### config.mk
export PLATFORM = sky130hd
export DESIGN_NAME = costas_pll
export DESIGN_NICKNAME = d
export VERILOG_FILES = /design/src/rtl/costas_pll_pkg.sv /design/src/rtl/costas_phase_det.sv /design/src/rtl/costas_pll_ctrl.sv /design/src/rtl/costas_loop_filter.sv /design/src/rtl/costas_pll.sv
export SDC_FILE = /design/constraint.sdc
export NUM_CORES = 1
export LEC_CHECK = 0
export ABC_AREA = 1
export BUFFER_PORTS_ARGS = -buffer_cell sky130_fd_sc_hd__buf_2
export CAP_MARGIN = 10
export CORE_ASPECT_RATIO = 1.4
export CORE_UTILIZATION = 51
export DETAILED_ROUTE_END_ITERATION = 6
export PLACE_DENSITY = 0.81
export SYNTH_ARGS = -nofsm -noshare
export SYNTH_HDL_FRONTEND = slang
export SYNTH_SLANG_ARGS = --single-unit
### constraint.sdc
create_clock -name clk -period 5 [get_ports clk]
set_input_delay 0.5 -clock clk [delete_from_list [all_inputs] [get_ports clk]]
set_output_delay 0.5 -clock clk [all_outputs]
set_load 0.005 [all_outputs]
### src/rtl/costas_pll_pkg.sv
package costas_pll_pkg;
  // Hard-decision phase error, two-bit signed
  typedef logic signed [1:0] perr_t;
  localparam perr_t ERR_ZERO = 2'sb00;
  localparam perr_t ERR_POS  = 2'sb01;
  localparam perr_t ERR_NEG  = 2'sb11;

  // Filter action chosen per cycle
  typedef enum logic [1:0] {
    ACT_HOLD = 2'd0,
    ACT_LOAD = 2'd1,
    ACT_STEP = 2'd2
  } act_e;
endpackage

### src/rtl/costas_phase_det.sv
module costas_phase_det
  import costas_pll_pkg::*;
#(
  parameter int IN_W = 12
) (
  input  logic signed [IN_W-1:0] i_in,
  input  logic signed [IN_W-1:0] q_in,
  output perr_t                  err
);
  // sign(I*Q) without a multiplier: compare sign bits, zero wins
  always_comb begin
    if (i_in == '0 || q_in == '0)
      err = ERR_ZERO;
    else if (i_in[IN_W-1] == q_in[IN_W-1])
      err = ERR_POS;
    else
      err = ERR_NEG;
  end
endmodule

### src/rtl/costas_pll_ctrl.sv
module costas_pll_ctrl
  import costas_pll_pkg::*;
(
  input  logic clk,
  input  logic rst,
  input  logic en,
  input  logic sym_valid,
  output act_e act
);
  logic en_d;

  always_ff @(posedge clk) begin
    if (rst) en_d <= 1'b0;
    else     en_d <= en;
  end

  // Preload wins over any symbol in the enable-rise cycle
  always_comb begin
    if (en && !en_d)               act = ACT_LOAD;
    else if (en && en_d && sym_valid) act = ACT_STEP;
    else                           act = ACT_HOLD;
  end
endmodule

### src/rtl/costas_loop_filter.sv
module costas_loop_filter
  import costas_pll_pkg::*;
#(
  parameter int CW_W    = 16,
  parameter int KP_GAIN = 96,
  parameter int KI_GAIN = 5
) (
  input  logic                   clk,
  input  logic                   rst,
  input  act_e                   act,
  input  logic signed [CW_W-1:0] load_val,
  input  perr_t                  err,
  output logic signed [CW_W-1:0] ctrl_q
);
  // Two guard bits cover one gain step beyond full scale
  localparam int SW = CW_W + 2;
  localparam logic signed [SW-1:0] MAXV = SW'((64'sd1 <<< (CW_W - 1)) - 64'sd1);
  localparam logic signed [SW-1:0] MINV = -MAXV - SW'(1);
  localparam logic signed [SW-1:0] KP_S = SW'(KP_GAIN);
  localparam logic signed [SW-1:0] KI_S = SW'(KI_GAIN);

  logic signed [CW_W-1:0] integ_q;
  logic signed [SW-1:0]   i_sum, c_sum;
  logic signed [CW_W-1:0] i_new, c_new;

  function automatic logic signed [CW_W-1:0] clamp(input logic signed [SW-1:0] v);
    logic signed [SW-1:0] r;
    if (v > MAXV)      r = MAXV;
    else if (v < MINV) r = MINV;
    else               r = v;
    return CW_W'(r);
  endfunction

  always_comb begin
    if (err == ERR_POS) i_sum = SW'(integ_q) + KI_S;
    else                i_sum = SW'(integ_q) - KI_S;
    i_new = clamp(i_sum);
    if (err == ERR_POS) c_sum = SW'(i_new) + KP_S;
    else                c_sum = SW'(i_new) - KP_S;
    c_new = clamp(c_sum);
  end

  always_ff @(posedge clk) begin
    if (rst) begin
      integ_q <= '0;
      ctrl_q  <= '0;
    end else if (act == ACT_LOAD) begin
      integ_q <= load_val;
      ctrl_q  <= load_val;
    end else if (act == ACT_STEP && err != ERR_ZERO) begin
      integ_q <= i_new;
      ctrl_q  <= c_new;
    end
  end
endmodule

### src/rtl/costas_pll.sv
module costas_pll
  import costas_pll_pkg::*;
#(
  parameter int IN_W    = 12,
  parameter int CW_W    = 16,
  parameter int KP_GAIN = 96,
  parameter int KI_GAIN = 5
) (
  input  logic                   clk,
  input  logic                   rst,
  input  logic                   en,
  input  logic signed [CW_W-1:0] preload_word,
  input  logic                   sym_valid,
  input  logic signed [IN_W-1:0] sym_i,
  input  logic signed [IN_W-1:0] sym_q,
  output logic signed [CW_W-1:0] ctrl_word
);
  perr_t err;
  act_e  act;

  costas_phase_det #(.IN_W(IN_W)) u_det (
    .i_in (sym_i),
    .q_in (sym_q),
    .err  (err)
  );

  costas_pll_ctrl u_ctrl (
    .clk       (clk),
    .rst       (rst),
    .en        (en),
    .sym_valid (sym_valid),
    .act       (act)
  );

  costas_loop_filter #(
    .CW_W    (CW_W),
    .KP_GAIN (KP_GAIN),
    .KI_GAIN (KI_GAIN)
  ) u_filt (
    .clk      (clk),
    .rst      (rst),
    .act      (act),
    .load_val (preload_word),
    .err      (err),
    .ctrl_q   (ctrl_word)
  );
endmodule

==> metrics, run 1 <==
highest clock rate=0.213 GHz; core box area=5570 um2; First-pass DRT Iterations=5; Synth async-reset ratio=0%; # diodes=0; Unique masters post-synth=38; critical path arrival=4880 ps; Syn Area/Cell=6.69 um2; CP required=5190 ps; Max Cap Viol=0; global-route wire length before repair=13.1 mm; drt drc=0; Reg clk slew, reported paths=70 ps; drt wl/cell=14.6 um; Pint=0.884 mW; gr usage total=27.7%; Post-Syn Instances=447; Setup crit start kind=input port; setup_tns=0 ps; post-route core utilization=64.9%; routed wire length=8.63 mm; Final period util=93.7%; Final Hold Vio Count=0; number of DRC markers in iteration 0=216; Synth Flop Type=dfxtp_1; Final ANT Viol Nets=0; Post-synth EDFFs=0; Slew HR=47.2%; Max Slew Vio Count=0; largest net degree at the start of global routing=33; Longest Clk Path Bufs=2; Switching Fraction=49.9%; I/O Buffers=59; most common cell after layout, fill and taps aside=nand2_1; TritonCTS clock tree=done; Min-Delay Path Class=in2reg; share of layout cells above drive strength 1=25.7%; Vias/cell=5.55; status=completed; post-layout min period=4690 ps; H-tree Lvls=2; die extent in x=66.7 um; commonest cells after routing, fill and taps aside=nand2_1, buf_2, inv_1; Post-CTS Hold Fix Bufs=0; Final Setup Violations=0; worst stage delay on the critical path=380 ps; Die Y=92.6 um; DP HPWL=6.64 mm; RePlAce Congestion=0.995; Leak Pwr=1.88 nW; CP Max Fanout=9; critical path class=in2reg; Tot Pwr=1.76 mW; Nets=593; Worst-Margin Slew=792 ps; synthesized area=2990 um2; peak supply drop=0.000180 V; CP max stage cell=fa_1; Synth Net Count=519; Layout area overhead=20.7%; pwr/cell area=488 nW/um2; CTS sink cnt=33; Worst Skew=3.94 ps; Synth Warn #=0; gr ovfl total=0; die area=6180 um2; Clk Latency, worst-skew pair=300 ps; total CTS buffers=5; Clock power frac=11.5%; Via Count=3273; synthesis-stage register bit count=33; starting density of the core=53.8%; antenna violations before repair=0; row count=32; Flop pwr share=19.4%; CP Capture Type=flop; logic gate share of total power=69.1%; NetSw=0.880 mW; most used cell, CP=nand2_1; number of global-route vias before repair=3022; Seq/Total Area, Yosys=22.1%; Root Buffer Master=clkbuf_8; filler instances=497; Ports=60
==> cells by family after synthesis <==
family | count (synthesis) | synth area share [%]
flip-flops | 33 | 22.1
AND/OR/NAND/NOR | 188 | 30.4
XOR/XNOR | 21 | 6.15
adder cells (fa/ha/maj) | 28 | 12.2
buffers and inverters | 67 | 8.66
AO/OA/AOI/OAI | 110 | 20.5
==> per-layer routing <==
metal	track usage, %	wire length, um
met1	29.8	3440
met2	50.0	4370
met3	2.96	458
met4	16.1	364
met5	0	0
==> critical path: cells and delay by family <==
family	cells	cell delay, ps
XOR/XNOR	1	240
adder cells (fa/ha/maj)	2	750
AO/OA/AOI/OAI	6	900
AND/OR/NAND/NOR	16	1760
buffers and inverters	7	700
==> synthesized netlist by cell type, types with 3 or more instances <==
library cell / number / area (um2)
nand2_2: 17 / 106
o21ai_0: 40 / 200
o21bai_1: 3 / 22.5
dfxtp_1: 33 / 661
o22ai_1: 3 / 18.8
a31oi_1: 4 / 25.0
ha_1: 26 / 325
nand2_4: 5 / 56.3
a21oi_1: 47 / 235
clkbuf_1: 10 / 37.5
a21oi_2: 7 / 61.3
nand3_1: 17 / 85.1
inv_1: 53 / 199
nand2_1: 96 / 360
nor4_1: 6 / 37.5
xnor2_1: 7 / 61.3
xor2_1: 14 / 123
nor2_2: 3 / 18.8
nand3b_1: 3 / 22.5
and2_1: 3 / 18.8
nor2_1: 28 / 105
o221ai_1: 3 / 26.3
==> state kept, by name, summed over array words and instances, names as in the netlist <==
name / flops
u_filt.ctrl_q: 16
u_filt.integ_q: 16
u_ctrl.en_d: 1
==> per-stage QoR <==
step | instance area [um2] | std cells | setup WS (ps) | hold slack, ps
after CTS | 3480 | 580 | 188 | 443
after detailed placement | 3390 | 572 | -121 | 500
after floorplan | 2990 | 447 | 91.5 | 448
after global routing | 3610 | 590 | -10.0 | 455
final | 3610 | 590 | 315 | 456
after global placement | 3390 | 572 | 13.6 | 484
==> final cells by class <==
class	count	area, um2	share of cell area, %
Multi-Input combinational cell	347	2130	58.9
Sequential cell	33	661	18.3
Timing Repair Buffer	76	423	11.7
Inverter	57	221	6.13
Tap cell	68	85.1	2.36
Clock buffer	5	68.8	1.91
Clock inverter	3	17.5	0.485
Timing Repair inverter	1	7.51	0.208
==> power by group through the flow <==
stage | Clock, mW | Sequential [mW] | Combinational (mW)
after floorplan | 0 | 0.344 | 0.863
after global placement | 0 | 0.345 | 1.12
after detailed placement | 0 | 0.346 | 1.14
after CTS | 0.204 | 0.340 | 1.15
after global routing | 0.214 | 0.348 | 1.35
final | 0.203 | 0.342 | 1.22
==> timing repair <==
item	CTS	global route
gates resized for setup	0	14
buffers inserted	0	9
endpoints found under the setup margin	0	15
==> path summary, 6_finish.rpt <==
| kind | startpoint | to | slack (ps) | cells past startpoint |
|---|---|---|---|---|
| worst min register to register | u_filt.integ_q[15] | u_filt.integ_q[15] | 520 | 2 |
| worst min-delay path | rst | u_ctrl.en_d | 460 | 2 |
| worst max register to register | u_filt.integ_q[0] | u_filt.ctrl_q[12] | 930 | 27 |
| worst max-delay path | sym_q[9] | u_filt.ctrl_q[12] | 310 | 32 |
(Power assumes the default switching activity.)
==> run 2, diff against run 1 <==
--- a/config.mk
+++ b/config.mk
@@ -8,10 +8,12 @@
 export ABC_AREA = 1
 export BUFFER_PORTS_ARGS = -buffer_cell sky130_fd_sc_hd__buf_2
 export CAP_MARGIN = 10
+export CELL_PAD_IN_SITES_DETAIL_PLACEMENT = 1
+export CELL_PAD_IN_SITES_GLOBAL_PLACEMENT = 1
 export CORE_ASPECT_RATIO = 1.4
-export CORE_UTILIZATION = 51
+export CORE_UTILIZATION = 35
 export DETAILED_ROUTE_END_ITERATION = 6
-export PLACE_DENSITY = 0.81
+export PLACE_DENSITY = 0.79
 export SYNTH_ARGS = -nofsm -noshare
 export SYNTH_HDL_FRONTEND = slang
 export SYNTH_SLANG_ARGS = --single-unit
==> metrics, run 2 (same netlist as run 1, synthesis figures left out) <==
CP max stage cell=ha_1; die extent in x=80.1 um; critical path class=in2reg; Die Y=111 um; Root Buffer Master=clkbuf_16; Clk Latency, worst-skew pair=290 ps; routed wire length=10.1 mm; Final Hold Vio Count=0; DR WL met2=5.39 mm; H-tree Lvls=2; drt wl/cell=16.1 um; drt drc=0; M1 WL=3.96 mm; routed wl met3=346 um; filler instances=1105; Regs by FF count=u_filt.ctrl_q x16, u_filt.integ_q x16, u_ctrl.en_d x1; Slew HR=42.5%; CTS sink cnt=33; Leak Pwr=1.93 nW; share of layout cells above drive strength 1=27.2%; Reg clk slew, reported paths=50 ps; Max Slew Vio Count=0; gr ovfl total=0; worst stage delay on the critical path=360 ps; Worst-Margin Slew=862 ps; Layout area overhead=25.1%; setup_tns=0 ps; RePlAce Congestion=0.909; pwr/cell area=514 nW/um2; First-pass DRT Iterations=4; TritonCTS clock tree=done; gr usage total=22.9%; Longest Clk Path Bufs=2; die area=8930 um2; number of global-route vias before repair=3400; post-layout min period=4640 ps; Ports=60; Final Setup Violations=0; Worst Skew=3.99 ps; Via Count=3272; total CTS buffers=5; Nets=597; # diodes=0; Vias/cell=5.21; core box area=8250 um2; most common cell after layout, fill and taps aside=nand2_1; row count=39; critical path arrival=4820 ps; largest net degree at the start of global routing=34; CP Max Fanout=7; CP Capture Type=flop; Final period util=92.9%; highest clock rate=0.215 GHz; DR top layer=met4; antenna violations before repair=0; Place WS=-153 ps; number of DRC markers in iteration 0=127; Final ANT Viol Nets=0; commonest cells after routing, fill and taps aside=nand2_1, buf_2, inv_1; I/O Buffers=59; CP required=5180 ps; starting density of the core=36.3%; FF-to-FF setup slack=1000 ps; Final WS setup=357 ps; Max Cap Viol=0; Min-Delay Path Class=in2reg; status=completed; Setup crit start kind=input port; global-route wire length before repair=16.0 mm; peak supply drop=0.000254 V; DP HPWL=7.97 mm
## run 2: final cells by class
cell class                 count  area (um2)  share of cell area [%]
sequential                    33         661                    17.6
timing repair buffer          81         460                    12.3
clock buffer                   5         125                    3.34
clock inverter                 3        17.5                   0.468
tap                          102         128                    3.41
inverter                      57         221                    5.92
multi-input combinational    347        2130                    56.9
## run 2: per-layer routing
metal	vias to the layer above	GRT usage, %
li1	1636	-
met1	1523	23.9
met2	87	44.0
met3	26	1.97
met4	0	11.8
met5	-	0
## run 2: through the flow
| stage | instance area (um2) | cells | hold slack [ps] | power (mW) | utilization, % |
|---|---|---|---|---|---|
| 2_1_floorplan | 2990 | 447 | 448 | 1.21 | - |
| 3_5_place_dp | 3470 | 610 | 483 | 1.56 | 42.0 |
| 4_1_cts | 3610 | 618 | 434 | 1.87 | 43.8 |
| 5_1_grt | 3740 | 628 | 449 | 2.09 | 45.4 |
| 3_3_place_gp | 3470 | 610 | 477 | 1.52 | 42.0 |
| 6_report | 3740 | 628 | 449 | 1.93 | 45.4 |
## run 2: where the power goes
part	total, mW	switching [mW]	internal, mW	leakage [nW]
registers	0.343	0.0282	0.314	0.274
clock network	0.305	0.122	0.182	0.0696
logic	1.28	0.789	0.489	1.59
total	1.93	0.940	0.986	1.93
## run 2: what timing repair did
| action | CTS | global route |
|---|---|---|
| hold buffers | 0 | 0 |
| hold endpoints to repair | 0 | 0 |
| setup buffers | 0 | 10 |
| endpoints found under the setup margin | 0 | 15 |
| resized for setup | 0 | 19 |
## run 2: path summary, 6_finish.rpt
check / from / depth (start not counted) / end
worst min-delay path: rst / 2 / u_filt.ctrl_q[15]
worst min register to register: u_filt.ctrl_q[15] / 2 / u_filt.ctrl_q[15]
worst max register to register: u_filt.integ_q[0] / 27 / u_filt.ctrl_q[2]
worst max-delay path: sym_i[11] / 30 / u_filt.ctrl_q[14]
## run 2: worst max-delay path, delay by kind of cell
family	cells	cell delay [ps]
adders and majority gates	2	700
xor gates and xnor gates	1	200
and+or+nand+nor	15	1770
buffers and inverters	6	730
AOI/OAI and AO/OA	6	930
==> run 3, diff against run 2 <==
--- a/config.mk
+++ b/config.mk
@@ -11,9 +11,10 @@
 export CELL_PAD_IN_SITES_DETAIL_PLACEMENT = 1
 export CELL_PAD_IN_SITES_GLOBAL_PLACEMENT = 1
 export CORE_ASPECT_RATIO = 1.4
-export CORE_UTILIZATION = 35
+export CORE_UTILIZATION = 36
 export DETAILED_ROUTE_END_ITERATION = 6
-export PLACE_DENSITY = 0.79
+export PLACE_DENSITY = 0.8
 export SYNTH_ARGS = -nofsm -noshare
 export SYNTH_HDL_FRONTEND = slang
+export SYNTH_HIERARCHICAL = 1
 export SYNTH_SLANG_ARGS = --single-unit
==> metrics, run 3 <==
status=complete, but fails checks; failing checks=negative setup slack; Final Setup Violations=4; CP Max Fanout=7; Final Hold Vio Count=0; Worst Skew=11.0 ps; FF-to-FF setup slack=590 ps; CTS sink cnt=33; Seq/Total Area, Yosys=20.6%; worst stage delay on the critical path=290 ps; Synth Warn #=6; post-layout min period=5070 ps; Yosys top cell area share=20.6%; RePlAce Congestion=0.957; Pint=1.28 mW; Nets=665; gr usage total=26.6%; Place WS=-261 ps; Setup crit start kind=input port; antenna violations before repair=0; pwr/cell area=544 nW/um2; Worst Hold End=u_ctrl/en_d; Vias/cell=5.80; Worst R2R Start=u_filt/integ_q[1]; total CTS buffers=5; global-route wire length before repair=19.1 mm; post-route core utilization=54.2%; starting density of the core=37.3%; critical path arrival=5240 ps; Hold Crit Start=en; row count=40; # diodes=0; synthesis-stage register bit count=33; Min Hold Slack=481 ps; drt wl/cell=21.4 um; Synth async-reset ratio=0%; First-pass DRT Iterations=5; Clock power frac=16.4%; Max Slew Vio Count=0; Post-Syn Instances=484; number of DRC markers in iteration 0=344; largest net degree at the start of global routing=33; Flop pwr share=13.2%; H-tree Lvls=2; Longest Clk Path Bufs=2; placed insts=677; share of layout cells above drive strength 1=43.3%; gr ovfl total=0; drt drc=0; Regs by FF count=u_filt/ctrl_q x16, u_filt/integ_q x16, u_ctrl/en_d x1; Slew HR=26.9%; Layout area overhead=45.5%; TritonCTS clock tree=done; reg2reg end=u_filt/ctrl_q[2]; CP max stage cell=ha_1; Post-synth EDFFs=0; I/O Buffers=59; CP required=5170 ps; commonest cells after routing, fill and taps aside=nand2_1, buf_2, buf_4; highest clock rate=0.197 GHz; Final ANT Viol Nets=0; DP HPWL=8.94 mm; Die Y=114 um; Commonest cells post-synth=nand2_1, o21ai_0, inv_1; Synth Net Count=550; Hold Crit Depth=3; Tot Pwr=2.54 mW; peak supply drop=0.000351 V; Yosys top cell by area=dfxtp_1; die area=9300 um2; cell family with most CP delay=simple AND/OR/NAND/NOR gates; routed wire length=15.1 mm; synthesized area=3210 um2; top-count cell post-synth=nand2_1; Root Buffer Master=clkbuf_16; Min-Delay Path Class=in2reg; non-filler cells, final=705; die extent in x=81.8 um; Switching Fraction=49.4%; number of global-route vias before repair=4096; most common cell after layout, fill and taps aside=nand2_1; Syn Area/Cell=6.63 um2; Final period util=101%; Ports=60; Worst-Margin Slew=1090 ps; CP Capture Type=flop; Leak Pwr=2.28 nW; Max Cap Viol=0; NetSw=1.26 mW; Clk Latency, worst-skew pair=280 ps; critical path class=in2reg; crit path buf inv count=8; logic gate share of total power=70.4%; Final WS setup=-67.2 ps; Reg clk slew, reported paths=60 ps; Synth Flop Type=dfxtp_1; Via Count=4087; core box area=8610 um2; Synth area leaders=dfxtp_1, nand2_1, o21ai_0, ha_1, a21oi_1; r2r worst-path depth=38; Unique masters post-synth=39
run 3: metrics by stage:
| step | setup TNS (ps) | cell area (um2) |
|---|---|---|
| 3_5_place_dp | -3050 | 3890 |
| 5_1_grt | -2480 | 4670 |
| 2_1_floorplan | 0 | 3210 |
| 4_1_cts | 0 | 4110 |
| 3_3_place_gp | 0 | 3890 |
| 6_report | -110 | 4670 |
run 3: power groups by stage:
stage	Combinational [mW]	Sequential (mW)	Clock, mW
after floorplan	0.882	0.328	0
after global placement	1.26	0.333	0
after detailed placement	1.31	0.333	0
after CTS	1.39	0.328	0.414
after global routing	1.89	0.340	0.429
final	1.79	0.337	0.416
run 3: cell families (layout without fill, tap and decap cells):
kind of cell	after synthesis	count (layout)	synth area share [%]
xor gates and xnor gates	19	19	5.19
buffers and inverters	72	186	9.55
DFF	33	33	20.6
adders and majority gates	22	22	8.81
AOI/OAI and AO/OA	134	134	25.1
and+or+nand+nor	204	206	30.8
run 3: tightest hold or removal path, cell delays in order:
cell    delay (ps)
buf_2           90
inv_1           60
nor2_1          70
run 3: timing repair:
action	CTS	global route
setup endpoints to repair	15	15
hold endpoints to repair	0	0
gates cloned	0	2
resized for setup	10	102
hold buffers	0	0
pin swaps	1	47
buffers inserted	3	15
run 3: worst max path at each step:
stage | from | to | slack, ps | cells past startpoint
2_1_floorplan | sym_q[11] | u_filt/ctrl_q[11] | 50 | 37
3_3_place_gp | sym_i[9] | u_filt/ctrl_q[2] | 20 | 43
3_5_place_dp | sym_i[9] | u_filt/ctrl_q[2] | -260 | 45
4_1_cts | sym_i[9] | u_filt/ctrl_q[2] | 3 | 47
5_1_grt | sym_i[4] | u_filt/ctrl_q[2] | -260 | 42
6_report | sym_i[0] | u_filt/ctrl_q[2] | -70 | 42
run 3: final cells by class:
type	count	area, um2
fill	1095	3940
multi-input combinational	381	2640
timing repair buffer	121	818
sequential	33	661
inverter	57	224
tap	105	131
clock buffer	5	125
clock inverter	3	65.1
run 3: metal layers:
metal / track usage [%] / up-vias / wire [um]
met5: 0 / - / 0
met4: 17.0 / 0 / 1300
met3: 3.68 / 103 / 892
met2: 50.6 / 238 / 7910
met1: 25.5 / 1924 / 5020
li1: - / 1822 / -
